`src/rtl/thr_pkg.sv`:
```
package thr_pkg;
  typedef struct packed {
    logic redirect;
    logic irq_en;
    logic cp_mode;
    logic tone_en;
  } ctl_a_t;

  typedef struct packed {
    logic col_sel;
    logic single;
    logic test;
    logic burst_n;
  } ctl_b_t;

  typedef struct packed {
    logic dsteer;
    logic rx_full;
    logic tx_empty;
    logic irq;
  } stat_t;
endpackage

```
`src/rtl/thr_sync_pipe.sv`:
```
module thr_sync_pipe #(
  parameter int unsigned W = 8,
  parameter int unsigned STAGES = 2,
  parameter logic [W-1:0] RST_VAL = '0
) (
  input  logic         clk_i,
  input  logic         rst_ni,
  input  logic [W-1:0] d_i,
  output logic [W-1:0] q_o,
  output logic [W-1:0] q_prev_o
);
  logic [STAGES:0][W-1:0] stg;

  for (genvar g = 0; g <= STAGES; g++) begin : g_stage
    if (g == 0) begin : g_first
      always_ff @(posedge clk_i or negedge rst_ni)
        if (!rst_ni) stg[g] <= RST_VAL;
        else         stg[g] <= d_i;
    end else begin : g_next
      always_ff @(posedge clk_i or negedge rst_ni)
        if (!rst_ni) stg[g] <= RST_VAL;
        else         stg[g] <= stg[g-1];
    end
  end

  assign q_o      = stg[STAGES-1];
  assign q_prev_o = stg[STAGES];
endmodule

```
`src/rtl/thr_ctl_regs.sv`:
```
module thr_ctl_regs
  import thr_pkg::*;
(
  input  logic       clk_i,
  input  logic       rst_ni,
  input  logic       wr_i,
  input  logic [3:0] data_i,
  output ctl_a_t     ctl_a_o,
  output ctl_b_t     ctl_b_o
);
  ctl_a_t a_q;
  ctl_b_t b_q;
  logic   to_b_q;

  always_ff @(posedge clk_i or negedge rst_ni) begin
    if (!rst_ni) begin
      a_q    <= '0;
      b_q    <= '0;
      to_b_q <= 1'b0;
    end else if (wr_i) begin
      if (to_b_q) begin
        b_q    <= ctl_b_t'(data_i);
        to_b_q <= 1'b0;
      end else begin
        a_q    <= ctl_a_t'(data_i);
        to_b_q <= data_i[3];
      end
    end
  end

  assign ctl_a_o = a_q;
  assign ctl_b_o = b_q;

  assert_redirect_once_R3: assert property (@(posedge clk_i) disable iff (!rst_ni)
    (to_b_q && wr_i) |=> !to_b_q) else $error("redirect persisted");
  assert_a_kept_R3: assert property (@(posedge clk_i) disable iff (!rst_ni)
    (to_b_q && wr_i) |=> $stable(a_q)) else $error("A changed on B write");
  assert_b_kept_R3: assert property (@(posedge clk_i) disable iff (!rst_ni)
    !to_b_q |=> $stable(b_q)) else $error("B changed without redirect");
endmodule

```
`src/rtl/thr_status.sv`:
```
module thr_status
  import thr_pkg::*;
(
  input  logic  clk_i,
  input  logic  rst_ni,
  input  logic  rx_valid_i,
  input  logic  tx_ready_i,
  input  logic  burst_on_i,
  input  logic  dsteer_i,
  input  logic  rd_clr_i,
  output stat_t stat_o
);
  logic rx_full_q, tx_empty_q, irq_q, dsteer_q;
  logic tx_evt;

  assign tx_evt = burst_on_i & tx_ready_i;

  // set wins over clear-on-read
  always_ff @(posedge clk_i or negedge rst_ni) begin
    if (!rst_ni) begin
      rx_full_q  <= 1'b0;
      tx_empty_q <= 1'b0;
      irq_q      <= 1'b0;
      dsteer_q   <= 1'b0;
    end else begin
      rx_full_q  <= rx_valid_i | (rx_full_q & ~rd_clr_i);
      tx_empty_q <= burst_on_i & (tx_ready_i | (tx_empty_q & ~rd_clr_i));
      irq_q      <= rx_valid_i | tx_evt | (irq_q & ~rd_clr_i);
      dsteer_q   <= dsteer_i;
    end
  end

  assign stat_o = '{dsteer: dsteer_q, rx_full: rx_full_q, tx_empty: tx_empty_q, irq: irq_q};

  assert_rx_event_kept_R8: assert property (@(posedge clk_i) disable iff (!rst_ni)
    rx_valid_i |=> rx_full_q) else $error("receive event lost");
  assert_rx_cleared_R6: assert property (@(posedge clk_i) disable iff (!rst_ni)
    (rd_clr_i && !rx_valid_i) |=> !rx_full_q) else $error("receive flag not cleared");
  assert_txe_burst_off_R7: assert property (@(posedge clk_i) disable iff (!rst_ni)
    !burst_on_i |=> !tx_empty_q) else $error("tx empty set with burst off");
endmodule

```
`src/rtl/thr_irq_mux.sv`:
```
module thr_irq_mux (
  input  logic clk_i,
  input  logic rst_ni,
  input  logic irq_en_i,
  input  logic cp_mode_i,
  input  logic test_i,
  input  logic irq_flag_i,
  input  logic dsteer_i,
  input  logic cp_cmp_i,
  output logic irq_no
);
  logic cp_q, pin_d;

  always_comb begin
    if (test_i && !cp_mode_i)    pin_d = ~dsteer_i;
    else if (irq_en_i && cp_mode_i) pin_d = cp_q;
    else if (irq_en_i)           pin_d = ~irq_flag_i;
    else                         pin_d = 1'b1;
  end

  always_ff @(posedge clk_i or negedge rst_ni) begin
    if (!rst_ni) begin
      cp_q   <= 1'b0;
      irq_no <= 1'b1;
    end else begin
      cp_q   <= cp_cmp_i;
      irq_no <= pin_d;
    end
  end

  assert_pin_idle_R10: assert property (@(posedge clk_i) disable iff (!rst_ni)
    (!irq_en_i && !(test_i && !cp_mode_i)) |=> irq_no) else $error("pin active while disabled");
endmodule

```
`src/rtl/tone_host_regs.sv`:
```
module tone_host_regs
  import thr_pkg::*;
#(
  parameter int unsigned SYNC_STAGES = 2
) (
  input  logic       clk_i,
  input  logic       rst_ni,
  input  logic       cs_ni,
  input  logic       rd_ni,
  input  logic       wr_ni,
  input  logic       rs_i,
  input  logic [3:0] data_i,
  output logic [3:0] data_o,
  output logic       data_oe_o,
  output logic       irq_no,
  output logic [3:0] tx_code_o,
  output logic       tx_load_o,
  output logic       tone_en_o,
  output logic       cp_mode_o,
  output logic       burst_en_o,
  output logic       test_o,
  output logic       single_o,
  output logic       col_sel_o,
  input  logic       rx_valid_i,
  input  logic [3:0] rx_code_i,
  input  logic       tx_ready_i,
  input  logic       dsteer_i,
  input  logic       cp_cmp_i
);
  localparam int unsigned BUS_W = 8;
  localparam logic [BUS_W-1:0] BUS_RST = 8'b1110_0000;

  logic [BUS_W-1:0] bus_cur, bus_prv;
  logic cur_cs_n, cur_rd_n, cur_wr_n, cur_rs;
  logic prv_cs_n, prv_rd_n, prv_wr_n, prv_rs;
  logic [3:0] prv_dat;
  logic rd_acc, wr_acc, tx_wr, ctl_wr, stat_rd;

  ctl_a_t ctl_a;
  ctl_b_t ctl_b;
  stat_t  stat;
  logic [3:0] rx_q, tx_q;
  logic       load_q;

  thr_sync_pipe #(.W(BUS_W), .STAGES(SYNC_STAGES), .RST_VAL(BUS_RST)) u_sync (
    .clk_i    (clk_i),
    .rst_ni   (rst_ni),
    .d_i      ({cs_ni, rd_ni, wr_ni, rs_i, data_i}),
    .q_o      (bus_cur),
    .q_prev_o (bus_prv)
  );

  assign {cur_cs_n, cur_rd_n, cur_wr_n, cur_rs} = bus_cur[7:4];
  assign {prv_cs_n, prv_rd_n, prv_wr_n, prv_rs} = bus_prv[7:4];
  assign prv_dat = bus_prv[3:0];

  // access taken on strobe release, qualified by select seen during the strobe
  assign rd_acc  = cur_rd_n & ~prv_rd_n & ~prv_cs_n;
  assign wr_acc  = cur_wr_n & ~prv_wr_n & ~prv_cs_n;
  assign tx_wr   = wr_acc & ~prv_rs;
  assign ctl_wr  = wr_acc &  prv_rs;
  assign stat_rd = rd_acc &  prv_rs;

  always_ff @(posedge clk_i or negedge rst_ni) begin
    if (!rst_ni) begin
      tx_q   <= '0;
      load_q <= 1'b0;
      rx_q   <= '0;
    end else begin
      load_q <= tx_wr;
      if (tx_wr)      tx_q <= prv_dat;
      if (rx_valid_i) rx_q <= rx_code_i;
    end
  end

  thr_ctl_regs u_ctl (
    .clk_i   (clk_i),
    .rst_ni  (rst_ni),
    .wr_i    (ctl_wr),
    .data_i  (prv_dat),
    .ctl_a_o (ctl_a),
    .ctl_b_o (ctl_b)
  );

  thr_status u_stat (
    .clk_i      (clk_i),
    .rst_ni     (rst_ni),
    .rx_valid_i (rx_valid_i),
    .tx_ready_i (tx_ready_i),
    .burst_on_i (~ctl_b.burst_n),
    .dsteer_i   (dsteer_i),
    .rd_clr_i   (stat_rd),
    .stat_o     (stat)
  );

  thr_irq_mux u_irq (
    .clk_i      (clk_i),
    .rst_ni     (rst_ni),
    .irq_en_i   (ctl_a.irq_en),
    .cp_mode_i  (ctl_a.cp_mode),
    .test_i     (ctl_b.test),
    .irq_flag_i (stat.irq),
    .dsteer_i   (stat.dsteer),
    .cp_cmp_i   (cp_cmp_i),
    .irq_no     (irq_no)
  );

  assign data_oe_o  = ~cur_cs_n & ~cur_rd_n;
  assign data_o     = cur_rs ? stat : rx_q;
  assign tx_code_o  = tx_q;
  assign tx_load_o  = load_q;
  assign tone_en_o  = ctl_a.tone_en;
  assign cp_mode_o  = ctl_a.cp_mode;
  assign burst_en_o = ~ctl_b.burst_n;
  assign test_o     = ctl_b.test;
  assign single_o   = ctl_b.single;
  assign col_sel_o  = ctl_b.col_sel;

  assert_one_access_R1: assert property (@(posedge clk_i) disable iff (!rst_ni)
    tx_load_o |=> !tx_load_o) else $error("transmit load longer than one cycle");
endmodule

```
`config.mk`:
```
export PLATFORM = sky130hd
export DESIGN_NAME = tone_host_regs
export DESIGN_NICKNAME = d
export VERILOG_FILES = /design/src/rtl/thr_pkg.sv /design/src/rtl/thr_sync_pipe.sv /design/src/rtl/thr_ctl_regs.sv /design/src/rtl/thr_status.sv /design/src/rtl/thr_irq_mux.sv /design/src/rtl/tone_host_regs.sv
export SDC_FILE = /design/constraint.sdc
export NUM_CORES = 1
export LEC_CHECK = 0
export BUFFER_PORTS_ARGS = -buffer_cell sky130_fd_sc_hd__buf_2
export CORE_UTILIZATION = 35
export DETAILED_ROUTE_END_ITERATION = 7
export GPL_TIMING_DRIVEN = 1
export SLEW_MARGIN = 20
export SYNTH_ARGS = -nofsm -noshare
export SYNTH_HDL_FRONTEND = slang
export SYNTH_HIERARCHICAL = 1
export SYNTH_SLANG_ARGS = --single-unit
```
`constraint.sdc`:
```
create_clock -name clk_i -period 1.4 [get_ports clk_i]
set_input_delay 0.07 -clock clk_i [delete_from_list [all_inputs] [get_ports clk_i]]
set_output_delay 0.07 -clock clk_i [all_outputs]
set_load 0.005 [all_outputs]
```
==> results.sh, run 1 <==
export IMPL_grt_met3_usage_pct=4.17
export IMPL_grt_busiest_layer="met2"
export IMPL_dieHeight_um=72.0
export IMPL_power_leakage_nw=0.989
export IMPL_grt_max_degree=29
export IMPL_place_gp_congestion=0.705
export IMPL_maxCapViolCount=0
export IMPL_syn_area_um2=1720
export IMPL_critical_path_required_ns=1.58
export IMPL_vias_per_cell=4.20
export IMPL_core_area_um2=4720
export IMPL_cp_max_fo=5
export IMPL_fin_crit_sh_pct=98.1
export IMPL_clock_path_buffers=2
export IMPL_ioPinCount=35
export IMPL_crit_path_start="u_sync/q_o[5]"
export IMPL_start_kind="flip-flop"
export IMPL_grt_overflow=0
export IMPL_cts_buffers_inserted=5
export IMPL_ff2ff_path_depth=3
export IMPL_track_usage_pct=11.6
export IMPL_num_antenna_cells=0
export IMPL_drc=0
export IMPL_r2r_slack_ns=0.03
export IMPL_rows=25
export IMPL_power_density_nw_per_um2=1350
export IMPL_hold_class="input port to flip-flop"
export IMPL_chipWidth_um=72.0
export IMPL_hold_viol=0
export IMPL_yosys_warnings=6
export IMPL_final_common_cell="dfrtp_1"
export IMPL_min_delay_path_depth=2
export IMPL_antenna_found_initial=0
export IMPL_area_growth_pct=22.9
export IMPL_start_util_pct=36.3
export IMPL_portBuffers=34
export IMPL_status="complete, no violations"
export IMPL_syn_area_per_cell_um2=17.0
export IMPL_first_iter_violations=36
export IMPL_drtPass1Iterations=3
export IMPL_holdWs_ns=0.0162
export IMPL_path_clk_slew_ns=0.09
export IMPL_met1_usage_pct=15.1
export IMPL_dp_cells=188
export IMPL_hold_path_end="u_stat/tx_empty_q"
export IMPL_final_antenna_net_count=0
export IMPL_finalPower_mw=2.85
export IMPL_fillers=432
export IMPL_cts_sinks=47
export IMPL_r2r_start="u_sync/q_o[5]"
export IMPL_fin_crit_ns=1.37
export IMPL_skew_ns=0.00757
export IMPL_grt_use_met2_pct=18.1
export IMPL_htree_levels=2
export IMPL_wl_per_cell_um=12.3
export IMPL_drv_slew=0
export IMPL_tightest_slew_ns=0.443
export IMPL_route_vias_total=874
export IMPL_cts_root_buf="clkbuf_8"
export IMPL_dieArea_um2=5190
export IMPL_grt_pass1_wl_um=4460
export IMPL_worstSetupPathType="flip-flop to flip-flop"
export IMPL_clk_latency_ns=0.29
export IMPL_final_cell_mix="37 x dfrtp_1, 34 x buf_2, 11 x mux2_2, 11 x dlygate4sd3_1, 10 x dfstp_2"
export IMPL_syn_num_nets=119
export IMPL_cts_tree="yes"
export IMPL_routed_wl_um=2570
export IMPL_setup_violations=0
export IMPL_peakVddDrop_v=0.000760
export IMPL_stdcell_count=208
export IMPL_syn_inst=101
export IMPL_drive_gt1_share_pct=56.7
export IMPL_fin_util_pct=44.6
export IMPL_dp_hpwl_um=1820
export IMPL_reg2reg_to="tx_code_o[0]"
export IMPL_fmax_mhz=728
export IMPL_rsz0062_at_grt="true"
export IMPL_fin_setup_tns_ns=0
export IMPL_grt_pass1_vias=917
export IMPL_final_nets=158
export IMPL_cp_end_kind="flip-flop"
export IMPL_slew_headroom_pct=70.5
export IMPL_hp_start="tx_ready_i"
export IMPL_arrival_ns=1.56
## timing repair
action | CTS | global route
hold buffers | 11 | 0
endpoints found under the hold margin | 26 | 0
pin swaps | 0 | 2
setup buffers | 1 | 0
resized for setup | 3 | 0
endpoints found under the setup margin | 7 | 7
## cell type report
class / instances / area (µm²) / area share (%)
Timing Repair Buffer: 48 / 315 / 15.0
Inverter: 4 / 15.0 / 0.712
Clock inverter: 3 / 22.5 / 1.07
Tap cell: 67 / 83.8 / 3.98
Sequential cell: 47 / 1190 / 56.4
Clock buffer: 5 / 68.8 / 3.26
Multi-Input combinational cell: 34 / 414 / 19.6
## per-stage QoR
| stage | area (µm²) | worst slack [ns] |
|---|---|---|
| final | 2110 | 0.0266 |
| after global routing | 2110 | -0.0297 |
| after CTS | 2110 | 0.00383 |
| after detailed placement | 1880 | 0.00407 |
| after global placement | 1880 | 0.00565 |
| after floorplan | 1730 | -0.00916 |
## power breakdown
group	total (mW)	switching (mW)	internal (mW)
Combinational	0.409	0.141	0.268
Clock	0.816	0.455	0.361
Sequential	1.63	0.0986	1.53
## worst max-delay path: stages, from the launching register on
cell	delay, ns
dfstp_2	0.56
nor4b_4	0.19
buf_4	0.19
mux2_2	0.33
## flip-flops by register name, indices dropped and copies added (netlist names), 3 cells and up
signal           cells
u_sync/q_o           8
u_sync/q_prev_o      8
u_sync/stg           8
rx_q                 4
tx_code_o            4
u_ctl/ctl_b_o        4
u_ctl/ctl_a_o        3
## metal layers
layer / wire, µm / share of wire (%)
met1: 1160 / 45
met2: 1270 / 49
met3: 106 / 4.1
met4: 31 / 1.2
met5: 0 / 0
## worst max path at each step
stage                        to  slack, ns  depth (start not counted)
6_report           tx_code_o[0]       0.03                          3
3_3_place_gp       u_stat/irq_q      0.006                          3
3_5_place_dp       u_stat/irq_q      0.004                          3
4_1_cts            tx_code_o[0]      0.004                          3
2_1_floorplan  u_ctl/ctl_b_o[0]     -0.009                          4
5_1_grt            tx_code_o[0]      -0.03                          3
Power figures use the tool's default switching activity.
==> inputs of run 2 (changes only) <==
--- a/config.mk
+++ b/config.mk
@@ -7,6 +7,7 @@
 export LEC_CHECK = 0
 export BUFFER_PORTS_ARGS = -buffer_cell sky130_fd_sc_hd__buf_2
 export CORE_UTILIZATION = 35
+export CTS_BUF_LIST = sky130_fd_sc_hd__clkbuf_4 sky130_fd_sc_hd__clkbuf_8
 export DETAILED_ROUTE_END_ITERATION = 7
 export GPL_TIMING_DRIVEN = 1
 export SLEW_MARGIN = 20
==> constraint.sdc (replaced) <==
create_clock -name clk_i -period 1.4 [get_ports clk_i]
set_input_delay 0.07 -clock clk_i [delete_from_list [all_inputs] [get_ports clk_i]]
set_output_delay 0.07 -clock clk_i [all_outputs]
set_load 0.05 [all_outputs]
==> run 2 against run 1 <==
Maximum frequency did not move. Clock skew did not move. Cell count did not move. Power rose by 12%. Sequential power barely moved. Register-to-register slack barely moved. Largest power group unchanged. Highest routed layer unchanged.
==> results.sh, run 2 (synthesis gave the netlist of run 1 again) <==
export IMPL_status="complete, no violations"
export IMPL_final_nets=158
export IMPL_final_cell_mix="36 x dfrtp_1, 32 x buf_2, 11 x mux2_2, 11 x dlygate4sd3_1, 10 x dfstp_2"
export IMPL_skew_ns=0.00757
export IMPL_cp_end_kind="flip-flop"
export IMPL_final_antenna_net_count=0
export IMPL_vias_per_cell=4.20
export IMPL_ff2ff_path_depth=3
export IMPL_r2r_start="u_sync/q_o[5]"
export IMPL_min_delay_path_depth=2
export IMPL_multi_input_area_um2=414
export IMPL_cp_max_fo=5
export IMPL_drive_gt1_share_pct=57.4
export IMPL_rows=25
export IMPL_dieArea_um2=5190
export IMPL_clock_path_buffers=2
export IMPL_fmax_mhz=728
export IMPL_max_stage_delay_ns=0.56
export IMPL_dieHeight_um=72.0
export IMPL_hold_viol=0
export IMPL_critical_path_required_ns=1.58
export IMPL_setup_violations=0
export IMPL_grt_max_degree=29
export IMPL_clk_latency_ns=0.29
export IMPL_grt_pass1_vias=917
export IMPL_drtPass1Iterations=3
export IMPL_final_common_cell="dfrtp_1"
export IMPL_core_area_um2=4720
export IMPL_hp_start="tx_ready_i"
export IMPL_drc=0
export IMPL_area_growth_pct=23.3
export IMPL_first_iter_violations=36
export IMPL_worstSetupPathType="flip-flop to flip-flop"
export IMPL_crit_path_top_delay_cell="dfstp_2"
export IMPL_htree_levels=2
export IMPL_num_antenna_cells=0
export IMPL_place_gp_congestion=0.705
export IMPL_power_density_nw_per_um2=1520
export IMPL_wl_per_cell_um=12.3
export IMPL_path_clk_slew_ns=0.09
export IMPL_fin_crit_sh_pct=98.1
export IMPL_dp_hpwl_um=1820
export IMPL_worst_path_buf_inv=1
export IMPL_hold_path_end="u_stat/tx_empty_q"
export IMPL_crit_chain="nor4b_4, buf_4, mux2_2"
export IMPL_arrival_ns=1.56
export IMPL_grt_overflow=0
export IMPL_regArea_um2=1190
export IMPL_cts_tree="yes"
export IMPL_fillers=430
export IMPL_route_vias_total=874
export IMPL_fin_crit_ns=1.37
export IMPL_slew_headroom_pct=70.5
export IMPL_power_leakage_nw=0.990
export IMPL_chipWidth_um=72.0
export IMPL_drv_slew=0
export IMPL_r2r_slack_ns=0.03
export IMPL_cts_buffers_inserted=5
export IMPL_tightest_slew_ns=0.443
export IMPL_cts_root_buf="clkbuf_8"
export IMPL_peakVddDrop_v=0.000862
export IMPL_rsz0062_at_grt="true"
export IMPL_reg2reg_to="tx_code_o[0]"
export IMPL_routed_wl_um=2570
export IMPL_portBuffers=34
export IMPL_cp_top_family="flip-flops"
export IMPL_crit_path_start="u_sync/q_o[5]"
export IMPL_fin_setup_tns_ns=0
export IMPL_start_kind="flip-flop"
export IMPL_cts_sinks=47
export IMPL_maxCapViolCount=0
export IMPL_ioPinCount=35
export IMPL_fin_util_pct=44.8
export IMPL_antenna_found_initial=0
export IMPL_finalPower_mw=3.21
export IMPL_grt_pass1_wl_um=4460
export IMPL_track_usage_pct=11.6
export IMPL_hold_class="input port to flip-flop"
export IMPL_start_util_pct=36.3
## run 2: cell count changes in the layout (fill, tap and decap cells not counted)
cell     change
buf_2        -2
buf_4        +2
dfrtp_1      -1
dfrtp_2      +1
## run 2: metal layers
layer	global-route usage (%)	vias up	part of all wire, %
met5	0	-	0
met3	4.17	5	4.1
li1	-	405	-
met1	15.1	440	45
met4	3.92	0	1.2
met2	18.1	24	49
## run 2: worst max path at each step
stage	endpoint	slack, ns	depth (start not counted)
after global routing	tx_code_o[0]	-0.03	3
after floorplan	u_ctl/ctl_b_o[0]	-0.009	4
after CTS	tx_code_o[0]	0.004	3
after detailed placement	u_stat/irq_q	0.004	3
final	tx_code_o[0]	0.03	3
after global placement	u_stat/irq_q	0.006	3
## run 2: cell type report
type | instances | area share (%)
multi-input cells | 34 | 19.6
well taps | 67 | 3.96
clock buffers | 5 | 3.25
inverters | 4 | 0.710
flip-flops and latches | 47 | 56.3
repair buffers | 48 | 15.1
clock inverters | 3 | 1.07
## run 2: worst register-to-register path, cell delays in order (launching register included)
cell and delay, ns:
dfstp_2 0.56, nor4b_4 0.19, buf_4 0.19, mux2_2 0.33
## run 2: repair_timing
action / 4_1_cts / 5_1_grt
resized for setup: 4 / 4
cloned: 0 / 0
pin swaps: 0 / 2
setup endpoints to repair: 11 / 9
hold endpoints to repair: 26 / 0
setup buffers: 1 / 0
hold buffers: 11 / 0
## run 2: report_power, final
| part | switching, mW | total [mW] | internal, mW |
|---|---|---|---|
| registers | 0.0986 | 1.63 | 1.53 |
| clock network | 0.455 | 0.816 | 0.361 |
| logic | 0.490 | 0.765 | 0.275 |
| total | 1.04 | 3.21 | 2.17 |
## run 2: through the flow
step / area, µm² / instances / setup WS (ns) / hold slack (ns)
floorplan: 1730 / 101 / -0.00916 / -0.226
global placement: 1880 / 188 / 0.00565 / 0.0306
detailed placement: 1880 / 188 / 0.00407 / 0.0395
CTS: 2110 / 208 / 0.00383 / 0.00520
global route: 2110 / 208 / -0.0297 / 0.00150
finish: 2110 / 208 / 0.0266 / 0.0162
